**src/rtl/rev_guard_pkg.sv**
```systemverilog
package rev_guard_pkg;

  typedef enum logic [2:0] {
    CMD_NOP    = 3'd0,
    CMD_READ   = 3'd1,
    CMD_PROG   = 3'd2,
    CMD_ERASE  = 3'd3,
    CMD_SET_RP = 3'd4,
    CMD_SET_WP = 3'd5,
    CMD_UNLOCK = 3'd6
  } cmd_e;

  typedef struct packed {
    logic grant;
    logic deny;
    logic set_rp;
    logic set_wp;
    logic start_op;
    logic is_erase;
    logic arm_unlock;
    logic drop_unlock;
  } verdict_t;

endpackage

```
**src/rtl/rg_decide.sv**
```systemverilog
module rg_decide
  import rev_guard_pkg::*;
#(
  parameter int REV_W = 2
) (
  input  logic             valid,
  input  logic [2:0]       cmd,
  input  logic [REV_W-1:0] rev,
  input  logic             rp_bit,
  input  logic             wp_bit,
  input  logic             busy,
  input  logic             unl_pend,
  input  logic [REV_W-1:0] unl_rev,
  output verdict_t         v
);

  logic  active;
  logic  ok;
  logic  unl_hit;
  cmd_e  c;

  assign c       = cmd_e'(cmd);
  assign active  = valid && (c != CMD_NOP);
  assign unl_hit = unl_pend && (unl_rev == rev);

  always_comb begin
    v  = '0;
    ok = 1'b0;
    case (c)
      CMD_READ:   ok = !rp_bit;
      CMD_PROG:   ok = !wp_bit;
      CMD_ERASE:  ok = !wp_bit || unl_hit;
      CMD_SET_RP: ok = 1'b1;
      CMD_SET_WP: ok = 1'b1;
      CMD_UNLOCK: ok = 1'b1;
      default:    ok = 1'b0;
    endcase
    ok            = ok && !busy;
    v.grant       = active && ok;
    v.deny        = active && !ok;
    v.set_rp      = v.grant && (c == CMD_SET_RP);
    v.set_wp      = v.grant && (c == CMD_SET_WP);
    v.start_op    = v.grant && ((c == CMD_PROG) || (c == CMD_ERASE));
    v.is_erase    = (c == CMD_ERASE);
    v.arm_unlock  = v.grant && (c == CMD_UNLOCK);
    v.drop_unlock = active;
  end

endmodule

```
**src/rtl/rg_prot_store.sv**
```systemverilog
module rg_prot_store #(
  parameter int NUM_REV = 4,
  parameter int REV_W   = 2
) (
  input  logic               clk,
  input  logic               rst,
  input  logic               set_rp,
  input  logic               set_wp,
  input  logic [REV_W-1:0]   set_rev,
  input  logic               clr_en,
  input  logic [REV_W-1:0]   clr_rev,
  output logic [NUM_REV-1:0] rp_q,
  output logic [NUM_REV-1:0] wp_q,
  output logic [NUM_REV-1:0] rp_d,
  output logic [NUM_REV-1:0] wp_d
);

  for (genvar i = 0; i < NUM_REV; i++) begin : g_rev
    localparam logic [REV_W-1:0] IDX = REV_W'(i);

    always_comb begin
      rp_d[i] = rp_q[i];
      wp_d[i] = wp_q[i];
      if (clr_en && (clr_rev == IDX)) begin
        rp_d[i] = 1'b0;
        wp_d[i] = 1'b0;
      end
      if (set_rp && (set_rev == IDX)) rp_d[i] = 1'b1;
      if (set_wp && (set_rev == IDX)) wp_d[i] = 1'b1;
    end

    always_ff @(posedge clk) begin
      if (rst) begin
        rp_q[i] <= 1'b0;
        wp_q[i] <= 1'b0;
      end else begin
        rp_q[i] <= rp_d[i];
        wp_q[i] <= wp_d[i];
      end
    end
  end

endmodule

```
**src/rtl/rg_rev_select.sv**
```systemverilog
module rg_rev_select #(
  parameter int NUM_REV = 4,
  parameter int REV_W   = 2
) (
  input  logic               clk,
  input  logic               rst,
  input  logic               ext_en,
  input  logic [REV_W-1:0]   ext_sel,
  input  logic [REV_W-1:0]   int_sel,
  input  logic [NUM_REV-1:0] rp_next,
  input  logic [NUM_REV-1:0] wp_next,
  output logic [REV_W-1:0]   act_rev,
  output logic               act_rp,
  output logic               act_wp
);

  logic [REV_W-1:0] pick;

  assign pick = ext_en ? ext_sel : int_sel;

  always_ff @(posedge clk) begin
    if (rst) begin
      act_rev <= '0;
      act_rp  <= 1'b0;
      act_wp  <= 1'b0;
    end else begin
      act_rev <= pick;
      act_rp  <= rp_next[pick];
      act_wp  <= wp_next[pick];
    end
  end

endmodule

```
**src/rtl/rev_guard.sv**
```systemverilog
module rev_guard
  import rev_guard_pkg::*;
#(
  parameter int NUM_REV = 4,
  parameter int REV_W   = (NUM_REV > 1) ? $clog2(NUM_REV) : 1
) (
  input  logic               clk,
  input  logic               rst,
  input  logic               req_valid,
  input  logic [2:0]         req_cmd,
  input  logic [REV_W-1:0]   req_rev,
  input  logic               op_done,
  input  logic               sel_ext_en,
  input  logic [REV_W-1:0]   ext_sel,
  input  logic [REV_W-1:0]   int_sel,
  output logic               grant,
  output logic               deny,
  output logic               busy,
  output logic [NUM_REV-1:0] rd_prot,
  output logic [NUM_REV-1:0] wr_prot,
  output logic [REV_W-1:0]   act_rev,
  output logic               act_rd_prot,
  output logic               act_wr_prot
);

  verdict_t           v;
  logic               busy_q, op_erase_q, unl_pend_q;
  logic [REV_W-1:0]   op_rev_q, unl_rev_q;
  logic               grant_q, deny_q;
  logic               clr_en;
  logic [NUM_REV-1:0] rp_q, wp_q, rp_d, wp_d;

  rg_decide #(.REV_W(REV_W)) u_decide (
    .valid    (req_valid),
    .cmd      (req_cmd),
    .rev      (req_rev),
    .rp_bit   (rp_q[req_rev]),
    .wp_bit   (wp_q[req_rev]),
    .busy     (busy_q),
    .unl_pend (unl_pend_q),
    .unl_rev  (unl_rev_q),
    .v        (v)
  );

  assign clr_en = busy_q && op_done && op_erase_q;

  rg_prot_store #(.NUM_REV(NUM_REV), .REV_W(REV_W)) u_store (
    .clk     (clk),
    .rst     (rst),
    .set_rp  (v.set_rp),
    .set_wp  (v.set_wp),
    .set_rev (req_rev),
    .clr_en  (clr_en),
    .clr_rev (op_rev_q),
    .rp_q    (rp_q),
    .wp_q    (wp_q),
    .rp_d    (rp_d),
    .wp_d    (wp_d)
  );

  rg_rev_select #(.NUM_REV(NUM_REV), .REV_W(REV_W)) u_sel (
    .clk     (clk),
    .rst     (rst),
    .ext_en  (sel_ext_en),
    .ext_sel (ext_sel),
    .int_sel (int_sel),
    .rp_next (rp_d),
    .wp_next (wp_d),
    .act_rev (act_rev),
    .act_rp  (act_rd_prot),
    .act_wp  (act_wr_prot)
  );

  always_ff @(posedge clk) begin
    if (rst) begin
      busy_q     <= 1'b0;
      op_erase_q <= 1'b0;
      op_rev_q   <= '0;
      unl_pend_q <= 1'b0;
      unl_rev_q  <= '0;
      grant_q    <= 1'b0;
      deny_q     <= 1'b0;
    end else begin
      grant_q <= v.grant;
      deny_q  <= v.deny;
      if (v.start_op) begin
        busy_q     <= 1'b1;
        op_erase_q <= v.is_erase;
        op_rev_q   <= req_rev;
      end else if (op_done && busy_q) begin
        busy_q <= 1'b0;
      end
      if (v.arm_unlock) begin
        unl_pend_q <= 1'b1;
        unl_rev_q  <= req_rev;
      end else if (v.drop_unlock) begin
        unl_pend_q <= 1'b0;
      end
    end
  end

  assign grant   = grant_q;
  assign deny    = deny_q;
  assign busy    = busy_q;
  assign rd_prot = rp_q;
  assign wr_prot = wp_q;

endmodule

```
**config.mk**
```make
export PLATFORM = sky130hd
export DESIGN_NAME = rev_guard
export DESIGN_NICKNAME = d
export VERILOG_FILES = /design/src/rtl/rev_guard_pkg.sv /design/src/rtl/rg_decide.sv /design/src/rtl/rg_prot_store.sv /design/src/rtl/rg_rev_select.sv /design/src/rtl/rev_guard.sv
export SDC_FILE = /design/constraint.sdc
export NUM_CORES = 1
export LEC_CHECK = 0
export BUFFER_PORTS_ARGS = -buffer_cell sky130_fd_sc_hd__buf_4
export CORE_MARGIN = 5
export CORE_UTILIZATION = 50
export CTS_CLUSTER_SIZE = 14
export DETAILED_ROUTE_END_ITERATION = 6
export PLACE_DENSITY = 0.77
export SLEW_MARGIN = 10
export SYNTH_ARGS = -nofsm -noshare
export SYNTH_HDL_FRONTEND = slang
export SYNTH_SLANG_ARGS = --single-unit
```
**constraint.sdc**
```tcl
create_clock -name clk -period 2.2 [get_ports clk]
set_clock_uncertainty 0.15 [all_clocks]
set_input_delay 0.11 -clock clk [delete_from_list [all_inputs] [get_ports clk]]
set_output_delay 0.11 -clock clk [all_outputs]
set_load 0.05 [all_outputs]
```
==> qor.yml, run 1 <==
die:
  chipHeight_um: 56.3
  core_area_um2: 2000
  die_area_um2: 3170
  row_count: 16
  initial_core_util_pct: 53.5
  top_level_ports: 29
  dieWidth_um: 56.3
global_routing:
  track_usage_pct: 17.2
  largest_net_degree_at_the_start_of_global_routing: 23
  grt_util_met2_pct: 26.2
  globalRoute.busiestLayer: "met2"
  antenna_violations_before_repair: 0
  number_of_global_route_vias_before_repair: 881
  grt_pass1_wl_um: 4340
  overflow: 0
  groute.layer.met3.usage_pct: 5.73
  gr-usage-met1_pct: 23.9
finish:
  instances_no_fill: 171
  syn2layout_area_growth_pct: 29.2
  fill_cells: 171
  layout-drive-gt1-share_pct: 30.6
  diodes: 0
  layout.cell_area.non_filler_um2: 1380
  layout_common_cells: "29 x sky130_fd_sc_hd__buf_4, 21 x sky130_fd_sc_hd__dfxtp_1, 14 x sky130_fd_sc_hd__nor2_1"
  finalNetCount: 159
  final_common_cell: "sky130_fd_sc_hd__buf_4"
worst_setup_path:
  timing.reg2reg.worst_path_depth: 5
  data_required_time_of_the_critical_path_ns: 2.31
  timing.critical_path.from_type: "input pin"
  timing.rr.start: "u_store.wp_q[1]$_SDFF_PP0_"
  cp-end-kind: "flop"
  worst-endpoint-arrival_ns: 2.25
  reg_to_reg_end: "busy$_SDFFE_PP0P_"
  setup_crit_start: "req_rev[1]"
  critical_path.endpoint: "busy$_SDFFE_PP0P_"
  rrSetupSlack_ns: 0.12
  timing.setup.critical_path_class: "in2reg"
  cp_max_fo: 11
timing:
  final.period_utilization_pct: 97.4
  hold_viol: 0
  least_margin_pin_slew_ns: 0.589
  slew_headroom_pct: 59.6
  achievable-frequency_ghz: 0.467
  final-setup-viol-count: 0
  drv_slew: 0
  fin_crit_ns: 2.14
  final_critical_path_setup_slack_ns: 0.0566
clock_tree:
  clock_sink_count: 21
  cts_tree: "built"
  cts_root_buf: "sky130_fd_sc_hd__clkbuf_4"
  clk-insertion-delay-late_ns: 0.31
  cts-htree-levels: 1
  clkSlewWorstSetupHoldPaths_ns: 0.12
  number_of_clock_buffers_inserted_by_tritoncts: 3
  clk_path_buf_depth: 2
synth:
  mappedNetlistNets: 123
  largest_area_contributor_in_the_netlist: "sky130_fd_sc_hd__dfxtp_1"
  synth_cell_types: 45
  synth_flop_cell: "sky130_fd_sc_hd__dfxtp_1"
  ys_seq_elements: 21
  post_synth.cell_area_avg_um2: 9.83
  synth_top_area_share_pct: 39.3
  synth.yosys.seq_area_share_pct: 39.3
  synth-async-reset-ratio_pct: 0
  synth_top_cells_by_area: "sky130_fd_sc_hd__dfxtp_1 39%, sky130_fd_sc_hd__mux2i_1 5.6%, sky130_fd_sc_hd__nor2_1 4.9%, sky130_fd_sc_hd__nor2b_1 2.9%, sky130_fd_sc_hd__mux4_1 2.5%"
  ys.warnings.count: 0
  post_synth_inst_count: 109
  synth_edf_count: 0
  synth_area_um2: 1070
placement:
  placedCellCount: 160
  placed_standard_cell_area_um2: 1290
  gp_congestion: 0.847
  buffer_ports.inserted: 28
  place_ws_ns: 0.374
  hpwl_um: 1860
route:
  postRouteWirelength_um: 2700
  viasPerCell: 5.88
  vias: 1005
  drt-initial-drc-count: 49
  detail_route.first_pass.iterations: 4
  drc_errors: 0
  postRouteAntennaNets: 0
  drt-wirelength-per-cell_um: 15.8
pwr:
  peakVddDrop_v: 0.000390
  p_leak_nw: 0.595
  power.density_nw_per_um2: 533
job:
  maxCapViolCount: 0
run_status:
  run_status: "finished, final reports clean"
worst_hold_path:
  hold_path_depth: 3
  hp-class: "in2reg"
timing repair:
item	in CTS	in global routing
setup buffers	0	1
hold endpoints to repair	17	0
setup endpoints to repair	0	1
gates resized for setup	0	0
hold buffers	6	0
layout make-up:
class                      instances  area, µm²  share of cell area (%)
sequential                        21        420                    30.4
timing repair buffer              35        278                    20.1
multi-input combinational         81        613                    44.3
clock buffer                       3       22.5                    1.63
tap                               27       33.8                    2.44
inverter                           3       11.3                   0.814
clock inverter                     1       5.00                   0.362
critical path: stages:
cell	delay, ns
sky130_fd_sc_hd__dlygate4sd3_1	0.54
sky130_fd_sc_hd__buf_4	0.18
sky130_fd_sc_hd__xor2_1	0.14
sky130_fd_sc_hd__o31ai_1	0.34
sky130_fd_sc_hd__nand3_1	0.16
sky130_fd_sc_hd__a21oi_1	0.19
sky130_fd_sc_hd__dlygate4sd3_1	0.58
logic make-up after synthesis:
family,count (synthesis),synth area share (%)
and+or+nand+nor,45,24.7
AOI/OAI and AO/OA,25,19.7
DFF,21,39.3
muxes,9,11.2
buffers and inverters,7,3.50
xor gates and xnor gates,2,1.64
metrics by stage:
| step | power, mW | setup TNS, ns | hold slack [ns] | utilization (%) |
|---|---|---|---|---|
| finish | 0.737 | 0 | 0.0217 | 69.1 |
| global route | 0.772 | -0.0186 | 0.0186 | 69.1 |
| CTS | 0.740 | 0 | 0.00629 | 68.8 |
| detailed placement | 0.551 | 0 | 0.254 | 64.4 |
| global placement | 0.550 | 0 | 0.250 | 64.4 |
| floorplan | 0.502 | 0 | 0.112 | - |
routing by layer:
metal	up-vias	part of all wire, %
met1	471	42
met4	0	1.0
met2	58	48
li1	470	-
met3	6	9.3
met5	-	0
synth_stat cells (2+ instances only):
| cell type | count |
|---|---|
| sky130_fd_sc_hd__a211oi_1 | 2 |
| sky130_fd_sc_hd__a21oi_1 | 4 |
| sky130_fd_sc_hd__a22oi_1 | 2 |
| sky130_fd_sc_hd__a32oi_1 | 2 |
| sky130_fd_sc_hd__dfxtp_1 | 21 |
| sky130_fd_sc_hd__inv_1 | 3 |
| sky130_fd_sc_hd__mux2i_1 | 6 |
| sky130_fd_sc_hd__nand2_1 | 6 |
| sky130_fd_sc_hd__nand2b_1 | 4 |
| sky130_fd_sc_hd__nor2_1 | 14 |
| sky130_fd_sc_hd__nor2b_1 | 5 |
| sky130_fd_sc_hd__nor3_1 | 2 |
| sky130_fd_sc_hd__o21ai_0 | 3 |
| sky130_fd_sc_hd__o31ai_1 | 3 |
| sky130_fd_sc_hd__xor2_1 | 2 |
registers in the layout, summed over array words and instances (netlist names):
| signal | count |
|---|---|
| busy | 1 |
| u_sel.act_wp | 1 |
| deny | 1 |
| u_sel.act_rev | 2 |
| unl_rev_q | 2 |
| op_erase_q | 1 |
| unl_pend_q | 1 |
| u_sel.act_rp | 1 |
| u_store.wp_q | 4 |
| op_rev_q | 2 |
| grant | 1 |
| u_store.rp_q | 4 |
power breakdown:
group          total, mW  internal [mW]  switching, mW
Combinational      0.156         0.0646         0.0915
Sequential         0.399          0.392        0.00697
Clock              0.182         0.0679          0.114
Total              0.737          0.524          0.213
worst min path at each step:
stage                          start                    endpoint  slack [ns]
after floorplan            req_valid     op_erase_q$_SDFFE_PP0P_        0.11
after global placement       op_done           busy$_SDFFE_PP0P_        0.25
after detailed placement     op_done           busy$_SDFFE_PP0P_        0.25
after CTS                 req_cmd[1]  u_store.rp_q[0]$_SDFF_PP0_       0.006
after global routing      req_cmd[1]  u_store.rp_q[0]$_SDFF_PP0_        0.02
final                     req_rev[0]    op_rev_q[0]$_SDFFE_PP0P_        0.02
Power figures use the tool's default switching activity.
==> run 2: changes to the inputs <==
--- a/config.mk
+++ b/config.mk
@@ -8,6 +8,7 @@
 export BUFFER_PORTS_ARGS = -buffer_cell sky130_fd_sc_hd__buf_4
 export CORE_MARGIN = 5
 export CORE_UTILIZATION = 50
+export CTS_BUF_LIST = sky130_fd_sc_hd__clkbuf_8 sky130_fd_sc_hd__clkbuf_16
 export CTS_CLUSTER_SIZE = 14
 export DETAILED_ROUTE_END_ITERATION = 6
 export PLACE_DENSITY = 0.77
==> run 2 against run 1 <==
Final cell count down 2.9%. Non-clock buffer count fell by 5. Hold slack got worse by 0.0032 ns. Clock power grew 35%. Sequential share of layout area increased by 0.65 points. Critical path depth shrank 2. Via count fell by 6.1%. Register-to-register slack better by 0.22 ns. Critical path type is now reg2reg. Clock-buffer cell count unchanged. Largest power group unchanged.
==> qor.yml, run 2 (synthesis gave the netlist of run 1 again) <==
worst_setup_path:
  critical_path.endpoint: "u_sel.act_wp$_SDFF_PP0_"
  timing.setup.critical_path_class: "reg2reg"
  worst-endpoint-arrival_ns: 1.86
  setup_crit_start: "busy$_SDFFE_PP0P_"
  cp_max_fo: 8
  reg_to_reg_end: "u_sel.act_wp$_SDFF_PP0_"
  timing.reg2reg.worst_path_depth: 5
  timing.rr.start: "busy$_SDFFE_PP0P_"
  cp-end-kind: "flop"
  timing.critical_path.from_type: "flop"
  rrSetupSlack_ns: 0.34
  data_required_time_of_the_critical_path_ns: 2.20
clock_tree:
  clkSlewWorstSetupHoldPaths_ns: 0.07
  clk_path_buf_depth: 2
  post_cts.repair.setup_buffers: 0
  number_of_clock_buffers_inserted_by_tritoncts: 3
  clk-insertion-delay-late_ns: 0.26
  cts_root_buf: "sky130_fd_sc_hd__clkbuf_8"
  postCtsResizedCells: 0
  cts-htree-levels: 1
  cts-hold-fix-buffers: 2
  cts_tree: "built"
  clock_sink_count: 21
finish:
  finalNetCount: 154
  syn2layout_area_growth_pct: 26.5
  final_common_cell: "sky130_fd_sc_hd__buf_4"
  layout.cell_area.non_filler_um2: 1360
  fill_cells: 178
  seq_cell_area_um2: 420
  layout_common_cells: "28 x sky130_fd_sc_hd__buf_4, 21 x sky130_fd_sc_hd__dfxtp_1, 14 x sky130_fd_sc_hd__nor2_1, 6 x sky130_fd_sc_hd__mux2i_1, 6 x sky130_fd_sc_hd__nand2_1"
  reg_top3: "u_store.rp_q x4, u_store.wp_q x4"
  layout-drive-gt1-share_pct: 30.9
  diodes: 0
  multiInputGateArea_um2: 613
timing:
  slew_headroom_pct: 60.5
  hold_viol: 0
  rsz_0062_raised_after_global_routing: "no"
  final.period_utilization_pct: 84.8
  fin_crit_ns: 1.86
  drv_slew: 0
  achievable-frequency_ghz: 0.536
  fin_tns_setup_ns: 0
  final-setup-viol-count: 0
  least_margin_pin_slew_ns: 0.576
placement:
  buffer_ports.inserted: 28
  gp_congestion: 0.847
  hpwl_um: 1860
  placed_standard_cell_area_um2: 1290
route:
  detail_route.first_pass.iterations: 4
  postRouteWirelength_um: 2490
  drc_errors: 0
  drt-wirelength-per-cell_um: 15.0
  vias: 944
  drt-initial-drc-count: 62
  viasPerCell: 5.69
  postRouteAntennaNets: 0
global_routing:
  antenna_violations_before_repair: 0
  largest_net_degree_at_the_start_of_global_routing: 23
  overflow: 0
  track_usage_pct: 16.0
  grt_pass1_wl_um: 4090
  number_of_global_route_vias_before_repair: 881
worst_hold_path:
  hp-class: "in2reg"
pwr:
  peakVddDrop_v: 0.000497
  power.density_nw_per_um2: 584
  p_leak_nw: 0.581
die:
  dieWidth_um: 56.3
  row_count: 16
  top_level_ports: 29
  initial_core_util_pct: 53.5
  chipHeight_um: 56.3
  core_area_um2: 2000
  die_area_um2: 3170
run_status:
  run_status: "finished, final reports clean"
job:
  maxCapViolCount: 0
==> run 2: cell types whose count changed in the layout (fill, tap and decap cells not counted) <==
cell and delta:
sky130_fd_sc_hd__clkbuf_4 -3, sky130_fd_sc_hd__clkbuf_8 +3, sky130_fd_sc_hd__dlygate4sd3_1 -4, sky130_fd_sc_hd__buf_4 -1
==> run 2: layer usage <==
layer / wire [µm] / vias to the layer above / GRT usage, %
li1: - / 458 / -
met5: 0 / - / 0
met4: 4 / 0 / 3.73
met1: 1080 / 437 / 21.8
met2: 1180 / 47 / 24.2
met3: 229 / 2 / 5.73
==> run 2: worst max-delay path: stages (launching register included) <==
cell	delay [ns]
sky130_fd_sc_hd__dfxtp_1	0.47
sky130_fd_sc_hd__nand4_1	0.22
sky130_fd_sc_hd__or2_1	0.28
sky130_fd_sc_hd__a32oi_1	0.23
sky130_fd_sc_hd__o22ai_1	0.11
sky130_fd_sc_hd__a221o_1	0.29
==> run 2: worst min-delay path by stage <==
| stage | slack, ns | endpoint | start | depth (start not counted) |
|---|---|---|---|---|
| finish | 0.02 | op_erase_q$_SDFFE_PP0P_ | req_cmd[0] | 3 |
| global placement | 0.25 | busy$_SDFFE_PP0P_ | op_done | 3 |
| global route | 0.02 | op_erase_q$_SDFFE_PP0P_ | req_cmd[0] | 3 |
| floorplan | 0.11 | op_erase_q$_SDFFE_PP0P_ | req_valid | 2 |
| CTS | 0.02 | op_erase_q$_SDFFE_PP0P_ | req_cmd[0] | 3 |
| detailed placement | 0.25 | busy$_SDFFE_PP0P_ | op_done | 3 |
==> run 2: metrics by stage <==
| step | hold WS, ns | total power, mW | util (%) | std cells | worst slack [ns] |
|---|---|---|---|---|---|
| after global placement | 0.250 | 0.550 | 64.4 | 160 | 0.400 |
| after global routing | 0.0202 | 0.828 | 67.7 | 166 | 0.208 |
| final | 0.0184 | 0.791 | 67.7 | 166 | 0.335 |
| after CTS | 0.0151 | 0.799 | 67.7 | 166 | 0.353 |
| after floorplan | 0.112 | 0.502 | - | 109 | 0.189 |
| after detailed placement | 0.254 | 0.551 | 64.4 | 160 | 0.374 |
==> run 2: final cells by class <==
type | instances | share of cell area, %
Sequential cell | 21 | 31.0
Inverter | 3 | 0.831
Clock inverter | 1 | 0.369
Timing Repair Buffer | 30 | 17.0
Multi-Input combinational cell | 81 | 45.2
Tap cell | 27 | 2.49
Clock buffer | 3 | 3.05
==> run 2: power breakdown <==
part           total, mW  leakage (nW)  internal (mW)  switching, mW
combinational      0.147         0.385         0.0593         0.0880
sequential         0.398         0.171          0.392        0.00686
clock              0.245        0.0255          0.126          0.119
